==> src/rtl/sdc_pkg.sv <==
package sdc_pkg;
    // {cs_n, ras_n, cas_n, we_n}
    localparam logic [3:0] SD_NOP = 4'b0111;
    localparam logic [3:0] SD_ACT = 4'b0011;
    localparam logic [3:0] SD_RD  = 4'b0101;
    localparam logic [3:0] SD_WR  = 4'b0100;
    localparam logic [3:0] SD_PRE = 4'b0010;
    localparam logic [3:0] SD_REF = 4'b0001;
    localparam logic [3:0] SD_MRS = 4'b0000;

    localparam int AP_BIT = 10; // auto/all-bank bit on the address pins

    typedef enum logic [2:0] {
        S_PWR   = 3'd0,
        S_IREF1 = 3'd1,
        S_IREF2 = 3'd2,
        S_MODE  = 3'd3,
        S_XMODE = 3'd4,
        S_IDLE  = 3'd5,
        S_COL   = 3'd6,
        S_CLOSE = 3'd7
    } ctl_state_e;
endpackage

==> src/rtl/sdc_addr_map.sv <==
module sdc_addr_map #(
    parameter int BANK_W = 2,
    parameter int ROW_W  = 13,
    parameter int COL_W  = 10,
    localparam int ADDR_W = BANK_W + ROW_W + COL_W
) (
    input  logic [ADDR_W-1:0] flat_addr,
    output logic [BANK_W-1:0] bank,
    output logic [ROW_W-1:0]  row,
    output logic [COL_W-1:0]  col
);
    assign col  = flat_addr[COL_W-1:0];
    assign row  = flat_addr[COL_W +: ROW_W];
    assign bank = flat_addr[ADDR_W-1 -: BANK_W];
endmodule

==> src/rtl/sdc_rd_pipe.sv <==
module sdc_rd_pipe #(
    parameter int DATA_W    = 16,
    parameter int BURST_LEN = 4,
    localparam int REM_W = $clog2(BURST_LEN) + 1
) (
    input  logic              clk,
    input  logic              rst_n,
    input  logic              rd_issue,
    input  logic [1:0]        cas_lat,
    input  logic [DATA_W-1:0] dq_in,
    output logic              rsp_valid,
    output logic [DATA_W-1:0] rsp_data
);
    typedef struct packed {
        logic [2:0]        sh;
        logic [REM_W-1:0]  rem;
        logic              vld;
        logic [DATA_W-1:0] dat;
    } pipe_t;

    pipe_t pipe_q, pipe_d;
    logic  tap;

    always_comb begin
        case (cas_lat)
            2'd1:    tap = pipe_q.sh[0];
            2'd2:    tap = pipe_q.sh[1];
            default: tap = pipe_q.sh[2];
        endcase
    end

    always_comb begin
        pipe_d     = pipe_q;
        pipe_d.sh  = {pipe_q.sh[1:0], rd_issue};
        pipe_d.vld = 1'b0;
        if (tap) begin
            pipe_d.vld = 1'b1;
            pipe_d.dat = dq_in;
            pipe_d.rem = REM_W'(BURST_LEN - 1);
        end else if (pipe_q.rem != '0) begin
            pipe_d.vld = 1'b1;
            pipe_d.dat = dq_in;
            pipe_d.rem = pipe_q.rem - 1'b1;
        end
    end

    always_ff @(posedge clk or negedge rst_n) begin
        if (!rst_n) pipe_q <= '0;
        else        pipe_q <= pipe_d;
    end

    assign rsp_valid = pipe_q.vld;
    assign rsp_data  = pipe_q.dat;
endmodule

==> src/rtl/sdram_cmd_ctrl.sv <==
module sdram_cmd_ctrl
    import sdc_pkg::*;
#(
    parameter int BANK_W    = 2,
    parameter int ROW_W     = 13,
    parameter int COL_W     = 10,
    parameter int DATA_W    = 16,
    parameter int BURST_LEN = 4,
    parameter int INIT_CYC  = 20000,
    parameter int REF_CYC   = 1560,
    parameter int T_RCD     = 3,
    parameter int T_RP      = 3,
    parameter int T_RC      = 9,
    parameter int T_WR      = 2,
    parameter int T_MRD     = 2,
    parameter int unsigned EMRS_VAL = 0,
    localparam int ADDR_W = BANK_W + ROW_W + COL_W,
    localparam int DQM_W  = DATA_W / 8
) (
    input  logic              clk,
    input  logic              rst_n,
    input  logic [1:0]        cfg_cas_lat,
    input  logic              req_valid,
    output logic              req_ready,
    input  logic              req_write,
    input  logic [ADDR_W-1:0] req_addr,
    input  logic [DATA_W-1:0] req_wdata,
    input  logic [DQM_W-1:0]  req_be,
    output logic              rsp_valid,
    output logic [DATA_W-1:0] rsp_rdata,
    output logic              sd_cs_n,
    output logic              sd_ras_n,
    output logic              sd_cas_n,
    output logic              sd_we_n,
    output logic [BANK_W-1:0] sd_ba,
    output logic [ROW_W-1:0]  sd_addr,
    output logic [DQM_W-1:0]  sd_dqm,
    output logic [DATA_W-1:0] sd_dq_out,
    output logic              sd_dq_oe,
    input  logic [DATA_W-1:0] sd_dq_in
);
    localparam int M1       = (INIT_CYC > REF_CYC) ? INIT_CYC : REF_CYC;
    localparam int WAIT_MAX = (M1 > T_RC + BURST_LEN) ? M1 : T_RC + BURST_LEN;
    localparam int WAIT_W   = $clog2(WAIT_MAX + 1);
    localparam int RC_W     = $clog2(T_RC + 1);
    localparam int REF_W    = $clog2(REF_CYC + 1);
    localparam logic [2:0] BL_CODE = 3'($clog2(BURST_LEN));

    typedef struct packed {
        ctl_state_e        st;
        logic [WAIT_W-1:0] wt;
        logic [RC_W-1:0]   rc;
        logic [REF_W-1:0]  rcnt;
        logic              rpend;
        logic              live;
        logic [1:0]        cl;
        logic [3:0]        cmd;
        logic [BANK_W-1:0] ba;
        logic [ROW_W-1:0]  a;
        logic [DQM_W-1:0]  dqm;
        logic [DATA_W-1:0] dq;
        logic              oe;
        logic              r_wr;
        logic [BANK_W-1:0] r_ba;
        logic [ROW_W-1:0]  r_row;
        logic [COL_W-1:0]  r_col;
        logic [DATA_W-1:0] r_dat;
        logic [DQM_W-1:0]  r_be;
    } ctl_t;

    ctl_t q, n;

    logic [BANK_W-1:0] map_ba;
    logic [ROW_W-1:0]  map_row;
    logic [COL_W-1:0]  map_col;
    logic [1:0]        cl_sel;
    logic [ROW_W-1:0]  mode_word;

    sdc_addr_map #(.BANK_W(BANK_W), .ROW_W(ROW_W), .COL_W(COL_W)) map_i (
        .flat_addr(req_addr), .bank(map_ba), .row(map_row), .col(map_col)
    );

    assign cl_sel = (cfg_cas_lat == 2'd0) ? 2'd3 : cfg_cas_lat;

    always_comb begin
        mode_word      = '0;
        mode_word[2:0] = BL_CODE;
        mode_word[6:4] = {1'b0, cl_sel};
        mode_word[9]   = 1'b1;
    end

    assign req_ready = (q.st == S_IDLE) && (q.wt == '0) && (q.rc == '0) && !q.rpend;

    always_comb begin
        n     = q;
        n.cmd = SD_NOP;
        n.oe  = 1'b0;
        n.dqm = '0;
        if (q.rc != '0) n.rc = q.rc - 1'b1;
        if (q.wt != '0) begin
            n.wt = q.wt - 1'b1;
        end else begin
            case (q.st)
                S_PWR: begin
                    n.cmd = SD_PRE;
                    n.a   = '0;
                    n.a[AP_BIT] = 1'b1;
                    n.wt  = WAIT_W'(T_RP - 1);
                    n.st  = S_IREF1;
                end
                S_IREF1, S_IREF2: begin
                    n.cmd = SD_REF;
                    n.wt  = WAIT_W'(T_RC - 1);
                    n.st  = (q.st == S_IREF1) ? S_IREF2 : S_MODE;
                end
                S_MODE: begin
                    n.cmd = SD_MRS;
                    n.ba  = '0;
                    n.a   = mode_word;
                    n.cl  = cl_sel;
                    n.wt  = WAIT_W'(T_MRD - 1);
                    n.st  = S_XMODE;
                end
                S_XMODE: begin
                    n.cmd  = SD_MRS;
                    n.ba   = BANK_W'(2);
                    n.a    = ROW_W'(EMRS_VAL);
                    n.wt   = WAIT_W'(T_MRD - 1);
                    n.live = 1'b1;
                    n.rcnt = REF_W'(REF_CYC - 1);
                    n.st   = S_IDLE;
                end
                S_IDLE: begin
                    if (q.rpend && q.rc == '0) begin
                        n.cmd   = SD_REF;
                        n.rpend = 1'b0;
                        n.wt    = WAIT_W'(T_RC - 1);
                    end else if (req_valid && req_ready) begin
                        n.cmd   = SD_ACT;
                        n.ba    = map_ba;
                        n.a     = map_row;
                        n.r_wr  = req_write;
                        n.r_ba  = map_ba;
                        n.r_row = map_row;
                        n.r_col = map_col;
                        n.r_dat = req_wdata;
                        n.r_be  = req_be;
                        n.wt    = WAIT_W'(T_RCD - 1);
                        n.rc    = RC_W'(T_RC - 1);
                        n.st    = S_COL;
                    end
                end
                S_COL: begin
                    n.ba = q.r_ba;
                    n.a  = ROW_W'(q.r_col);
                    n.a[AP_BIT] = 1'b0;
                    if (q.r_wr) begin
                        n.cmd = SD_WR;
                        n.oe  = 1'b1;
                        n.dq  = q.r_dat;
                        n.dqm = ~q.r_be;
                        n.wt  = WAIT_W'(T_WR - 1);
                    end else begin
                        n.cmd = SD_RD;
                        n.wt  = WAIT_W'(BURST_LEN - 1);
                    end
                    n.st = S_CLOSE;
                end
                default: begin
                    n.cmd = SD_PRE;
                    n.ba  = q.r_ba;
                    n.a[AP_BIT] = 1'b0;
                    n.wt  = WAIT_W'(T_RP - 1);
                    n.st  = S_IDLE;
                end
            endcase
        end
        // interval timer: a fresh expiry wins over the clear above
        if (q.live) begin
            if (q.rcnt == '0) begin
                n.rcnt  = REF_W'(REF_CYC - 1);
                n.rpend = 1'b1;
            end else begin
                n.rcnt = q.rcnt - 1'b1;
            end
        end
    end

    always_ff @(posedge clk or negedge rst_n) begin
        if (!rst_n) begin
            q     <= '0;
            q.st  <= S_PWR;
            q.wt  <= WAIT_W'(INIT_CYC - 1);
            q.cmd <= SD_NOP;
            q.cl  <= 2'd3;
        end else begin
            q <= n;
        end
    end

    assign {sd_cs_n, sd_ras_n, sd_cas_n, sd_we_n} = q.cmd;
    assign sd_ba     = q.ba;
    assign sd_addr   = q.a;
    assign sd_dqm    = q.dqm;
    assign sd_dq_out = q.dq;
    assign sd_dq_oe  = q.oe;

    sdc_rd_pipe #(.DATA_W(DATA_W), .BURST_LEN(BURST_LEN)) pipe_i (
        .clk(clk), .rst_n(rst_n), .rd_issue(q.cmd == SD_RD), .cas_lat(q.cl),
        .dq_in(sd_dq_in), .rsp_valid(rsp_valid), .rsp_data(rsp_rdata)
    );
endmodule

==> config.mk <==
export PLATFORM = sky130hd
export DESIGN_NAME = sdram_cmd_ctrl
export DESIGN_NICKNAME = d
export VERILOG_FILES = /design/src/rtl/sdc_pkg.sv /design/src/rtl/sdc_addr_map.sv /design/src/rtl/sdc_rd_pipe.sv /design/src/rtl/sdram_cmd_ctrl.sv
export SDC_FILE = /design/constraint.sdc
export NUM_CORES = 1
export LEC_CHECK = 0
export ABC_AREA = 1
export BUFFER_PORTS_ARGS = -buffer_cell sky130_fd_sc_hd__buf_4
export CAP_MARGIN = 10
export CELL_PAD_IN_SITES_DETAIL_PLACEMENT = 1
export CELL_PAD_IN_SITES_GLOBAL_PLACEMENT = 1
export CORE_MARGIN = 5
export CORE_UTILIZATION = 44
export DETAILED_ROUTE_END_ITERATION = 8
export PLACE_DENSITY = 0.91
export SYNTH_ARGS = -nofsm -noshare
export SYNTH_HDL_FRONTEND = slang
export SYNTH_SLANG_ARGS = --single-unit
export TNS_END_PERCENT = 5
==> constraint.sdc <==
create_clock -name clk -period 3.4 [get_ports clk]
set_clock_uncertainty 0.1 [all_clocks]
set_input_delay 0.51 -clock clk [delete_from_list [all_inputs] [get_ports clk]]
set_output_delay 0.51 -clock clk [all_outputs]
set_load 0.01 [all_outputs]
Yosys cells after proc, flatten, opt, wreduce, memory -nomap -nowiden --
Index checks and enable logic that the tools add are counted.
Operators by class: equal/unequal tests 13, muxes and demuxes 37, $add $sub $neg 4, bitwise logic cells 5, reduce and logical (&&, ||, !) cells 33
Operators with widths (number):
- 44-bit two-way mux | 3
- 18-bit one-hot mux with 6 select lines | 1
- 101-bit two-way mux | 1
- 15-bit two-way mux | 3
- 20-bit two-way mux | 2
- 10-bit one-hot mux with 4 select lines | 1
- 19-bit two-way mux | 2
- 11-bit two-way mux | 2
- 22-bit two-way mux | 1
- 4-bit AND reduction | 5
- 18-bit two-way mux | 1
- 15-bit logical NOT | 1
- 15-bit nonzero test | 1
- 15-bit by 1-bit subtractor with 15-bit output (second input constant) | 1
- 12-bit two-way mux | 1
- 4-bit two-way mux | 3
- 3-bit one-hot mux with 4 select lines | 1
- 11-bit logical NOT | 1
- 11-bit by 1-bit subtractor with 11-bit output (second input constant) | 1
- 3-bit equality test (second input constant) | 3
- 2-bit one-hot mux with 4 select lines | 1
- 4-bit nonzero test | 2
- 3-bit by 2-bit equality test with 1-bit output (second input constant) | 2
- 1-bit two-way mux | 6
- 28 further kinds | 46
Word-level totals: register bits 142, logic and storage cells 117, bits of input ports 65, output and inout bits 56

Longest topological paths before layout --
word-level depth 11, mapped depth 13, gate-level depth less buffers 12

Hierarchy --
Synthesis repeated with hierarchy kept, for this count alone.
Second synthesis, totals: cell total of the unflattened synthesis 740, area total of the unflattened synthesis 6307.3 um2
By module, submodules not included:
- sdram_cmd_ctrl | cells an instance 602, times used 1, sequential area each 2645.0 um2, area each 5021.1 um2
- sdc_rd_pipe | cells an instance 113, times used 1, sequential area each 575.6 um2, area each 1098.6 um2
- sdc_addr_map | cells an instance 25, times used 1, sequential area each 0.0 um2, area each 187.7 um2

Worst setup path after synthesis --
No wires, ideal clock.
kind register -> register, start register q[82] in the netlist's numbering, end register pipe_i.pipe_q (netlist bit pipe_i.rsp_data[10]), path buffers 1, setup slack 1.293 ns, library setup time 0.117 ns, cell stages (with the launch flop) 12, arrival 1.890 ns, period minus slack after synthesis 2.107 ns, data required time 3.183 ns, cells stage by stage dfstp_2 -> inv_1 -> ha_1 -> inv_1 -> nand3_1 -> o21ai_0 -> inv_1 -> nor2_2 -> clkinv_1 -> clkbuf_1 -> nand2_1 -> nand2_1
Between the ends: word-level cells in the longest chain between the ends 3, elaborated cells between the ends (all ways) 5, those cells by class eq/ne (2); mux (2); reduce/logical (1)
RTL lines:
- start, declared | line sdram_cmd_ctrl.sv:71 | ctl_t q, n;
- start signal, assigned | line sdram_cmd_ctrl.sv:197 | q <= n;
- 2-bit equality test / 2-bit by 1-bit equality test with 1-bit output (equally long branches) | line sdc_rd_pipe.sv:25 | case (cas_lat)
- 1-bit one-hot mux with 2 select lines * | line sdc_rd_pipe.sv:25
- 20-bit two-way mux / 2-bit nonzero test (equally long branches)
- end signal, assigned | line sdc_rd_pipe.sv:49 | else pipe_q <= pipe_d;
- end, declared | line sdc_rd_pipe.sv:21 | pipe_t pipe_q, pipe_d;
Every way passes the cells marked *; elsewhere a longest branch is shown, timed or not. A chain may end at the register's enable or synchronous reset.

Final worst setup path --
start register q[97] in the netlist's numbering, end output req_ready
Between the ends: word-level cells in the longest chain between the ends 3
RTL lines:
- 4-bit logical NOT | line sdram_cmd_ctrl.sv:92 | assign req_ready = (q.st == S_IDLE) && (q.wt == '0) && (q.rc == '0) && !q.rpend;
- 1-bit logical AND (2 in a row) | line sdram_cmd_ctrl.sv:92
- end, declared | line sdram_cmd_ctrl.sv:24 | output logic req_ready,
Every way passes these cells.

==> impl_metrics.toml <==
[sta]
max_freq_mhz = 358.8
fin_hold_ws_ns = 0.03929
setup_violations = 0
final.period_utilization_pct = 81.97
worst_pin_slew_ns = 0.7891
maxSlewHeadroom_pct = 47.34
setup_tns_ns = 0
rsz0062_at_grt = "false"
finalHoldViolCount = 0
finalCriticalPeriod_ns = 2.787
drv_slew = 0

[worst_hold_path]
hp-class = "in -> async"

[critical_path]
crit_slowest_cell = "dfrtp_1"
crit_path_end_kind = "primary output"
arrival_ns = 2.18
worstPathBufferInverterCount = 2
critPathLaunchType = "register"
max_stage_delay_ns = 0.40
worstPathRequired_ns = 2.79
cp_common_cell = "nand3_1"
cp_top_family = "simple AND/OR/NAND/NOR gates"
crit_chain = "inv_1, ha_1, nand3_1, nor2_1, nand3_1, nor2_2, buf_4"
path_class = "reg -> out"
cp_max_fo = 7

[routing]
wl_mm = 17.53
drc_errors = 0
viasPerCell = 5.049
first_iter_violations = 328
wl_per_cell_um = 17.36
ant_nets = 0
firstDrtPassIters = 4
num_vias = 5099

[die]
io_pins = 121
core_area_um2 = 13770
die_x_um = 128.0
row_count = 43
start_util_pct = 44.47
die-height_um = 128.0
die-area_um2 = 16380

[logic_synthesis]
syn-num-nets = 815
synthesis.area_um2 = 6125
synth-edff-count = 0
ys_ff_latch = 128
ys_seq_area_share_pct = 52.58
synthCells = 742
ys_warn_count = 0
syn_avg_cell_area_um2 = 8.254
async_flop_share_pct = 100.0
synth_fa_ha_area_share_pct = 1.634
synth_top_family_by_area = "simple AND/OR/NAND/NOR gates"
synth_compound_area_share_pct = 5.720
yosysUniqueCellTypes = 37
synth_simple_gate_area_share_pct = 26.78
muxShareOfSynthArea_pct = 0
synthFlopType = "dfrtp_1"
yosys.area_share.xor_xnor_pct = 1.716

[cells_and_area]
layout_common_cells = "nand2_1, buf_4, dfrtp_1, inv_1, nor2_1"
layout-drive-gt1-share_pct = 22.89
area_growth_pct = 21.74
nNetsFinal = 892
n_antenna_cell = 0
layout_commonest_cell = "nand2_1"

[global_routing]
grt_pass1_vias = 5539
antenna_found_initial = 0
grt_overflow = 0
grt_first_pass_wirelength_mm = 28.75
grt_usage_pct = 22.40
grt_max_degree = 53

[placed_design]
port_buffers = 119
hpwl_mm = 12.22
gp_congestion = 0.8654

[power]
p_leak_nw = 3.990
ir_worst_vdd_mv = 0.3154
powerDensity_nw_per_um2 = 665.2

[clock_tree]
path_clk_slew_ns = 0.06
cts_setup_buffers = 0
cts_buffer_depth = 2
cts_tree = "built"
cts_buffers = 17
cts_sinks = 128
hold_buffers = 0
clk_latency_ns = 0.42
h-tree-depth = 4
postCtsResizedCells = 0
cts-root-buf = "clkbuf_16"

[flow_run]
cap_violations = 0

[status]
status = "complete, no violations"
[where the power goes]
group	switching [W]	leakage [nW]	internal [W]
Combinational	0.000595	2.12	0.000398
Clock	0.000675	0.304	0.00129
Sequential	0.000203	1.56	0.00180
[kinds of logic (layout without fill, tap and decap cells)]
logic type	count (synthesis)	in the layout
simple gates	402	402
buf+inv	131	219
flops	128	128
compound gates	60	60
xor+xnor	12	12
fa+ha+maj	8	8
other cells	1	1
[metal layers]
metal | part of all wire [%] | routed length, um | global-route usage, %
met2 | 52 | 9131 | 38.35
met3 | 4.8 | 845 | 5.417
met5 | 0 | 0 | 0
met1 | 42 | 7308 | 27.91
met4 | 1.4 | 245 | 7.241
[worst reg2reg max path, stage by stage, from the launching register on]
cell and delay (ns):
dfrtp_1 0.40, inv_1 0.12, ha_1 0.20, nand3_1 0.21, nor2_1 0.21, nand4_1 0.19, inv_1 0.63, buf_4 0.34
nand2_1 0.10, nand2_1 0.08
[stage by stage]
stage / util [%] / total power (W) / instance area (um2) / worst slack [ns] / std cells
floorplan: - / 0.002681 / 6125 / 1.293 / 742
global placement: 49.61 / 0.002952 / 6833 / 0.9095 / 980
detailed placement: 49.61 / 0.003011 / 6833 / 0.7854 / 980
CTS: 54.13 / 0.004998 / 7456 / 0.5988 / 1010
global route: 54.13 / 0.005229 / 7456 / 0.4162 / 1010
finish: 54.13 / 0.004960 / 7456 / 0.6129 / 1010
[registers in the layout, indices dropped and copies added (netlist names), 2 cells and up]
name             cells
sd_ba                2
q                   68
pipe_i.pipe_q        4
pipe_i.rsp_data     16
sd_addr             13
pipe_i.pipe_d        2
sd_dq_out           16
sd_dqm               2
[worst paths after layout]
check,from,cells past startpoint,end,slack (ns)
min reg2reg,pipe_i.pipe_d[21],0,pipe_i.pipe_d[22],0.28
min in group clk,req_addr[0],3,q[18],0.19
max,q[97],7,req_ready,0.61
max in group asynchronous,rst_n,2,sd_ba[1],2.34
max reg2reg,q[97],9,q[15],0.77
min,rst_n,1,q[2],0.04
[synthesized netlist by cell type (2+ instances only)]
| library cell | count | area share [%] |
|---|---|---|
| o22ai_1 | 8 | 0.82 |
| a21oi_1 | 19 | 1.6 |
| dfstp_2 | 14 | 6.0 |
| nor2_1 | 42 | 2.6 |
| xor2_1 | 11 | 1.6 |
| nand3_2 | 2 | 0.33 |
| a31oi_1 | 2 | 0.20 |
| nand4_1 | 6 | 0.61 |
| nand2_2 | 2 | 0.20 |
| nor2_4 | 2 | 0.37 |
| o21ai_0 | 22 | 1.8 |
| ha_1 | 8 | 1.6 |
| nand3_1 | 26 | 2.1 |
| nand2_1 | 300 | 18 |
| nor2_2 | 8 | 0.82 |
| clkbuf_1 | 5 | 0.31 |
| nor3_1 | 11 | 0.90 |
| o21ai_1 | 2 | 0.16 |
| inv_1 | 55 | 3.4 |
| inv_2 | 8 | 0.49 |
| buf_2 | 8 | 0.65 |
| buf_4 | 52 | 6.4 |
| dfrtp_1 | 114 | 47 |
| clkinv_1 | 2 | 0.12 |
[layout make-up]
type | count | area [um2]
sequential | 128 | 3221
tap | 180 | 225.2
inverter | 65 | 244.0
clock buffer | 20 | 436.7
multi-input combinational | 483 | 2200
fill | 1662 | 6317
timing repair buffer | 124 | 943.4
clock inverter | 10 | 186.4
Note: power is estimated with default switching activity, not from simulation.
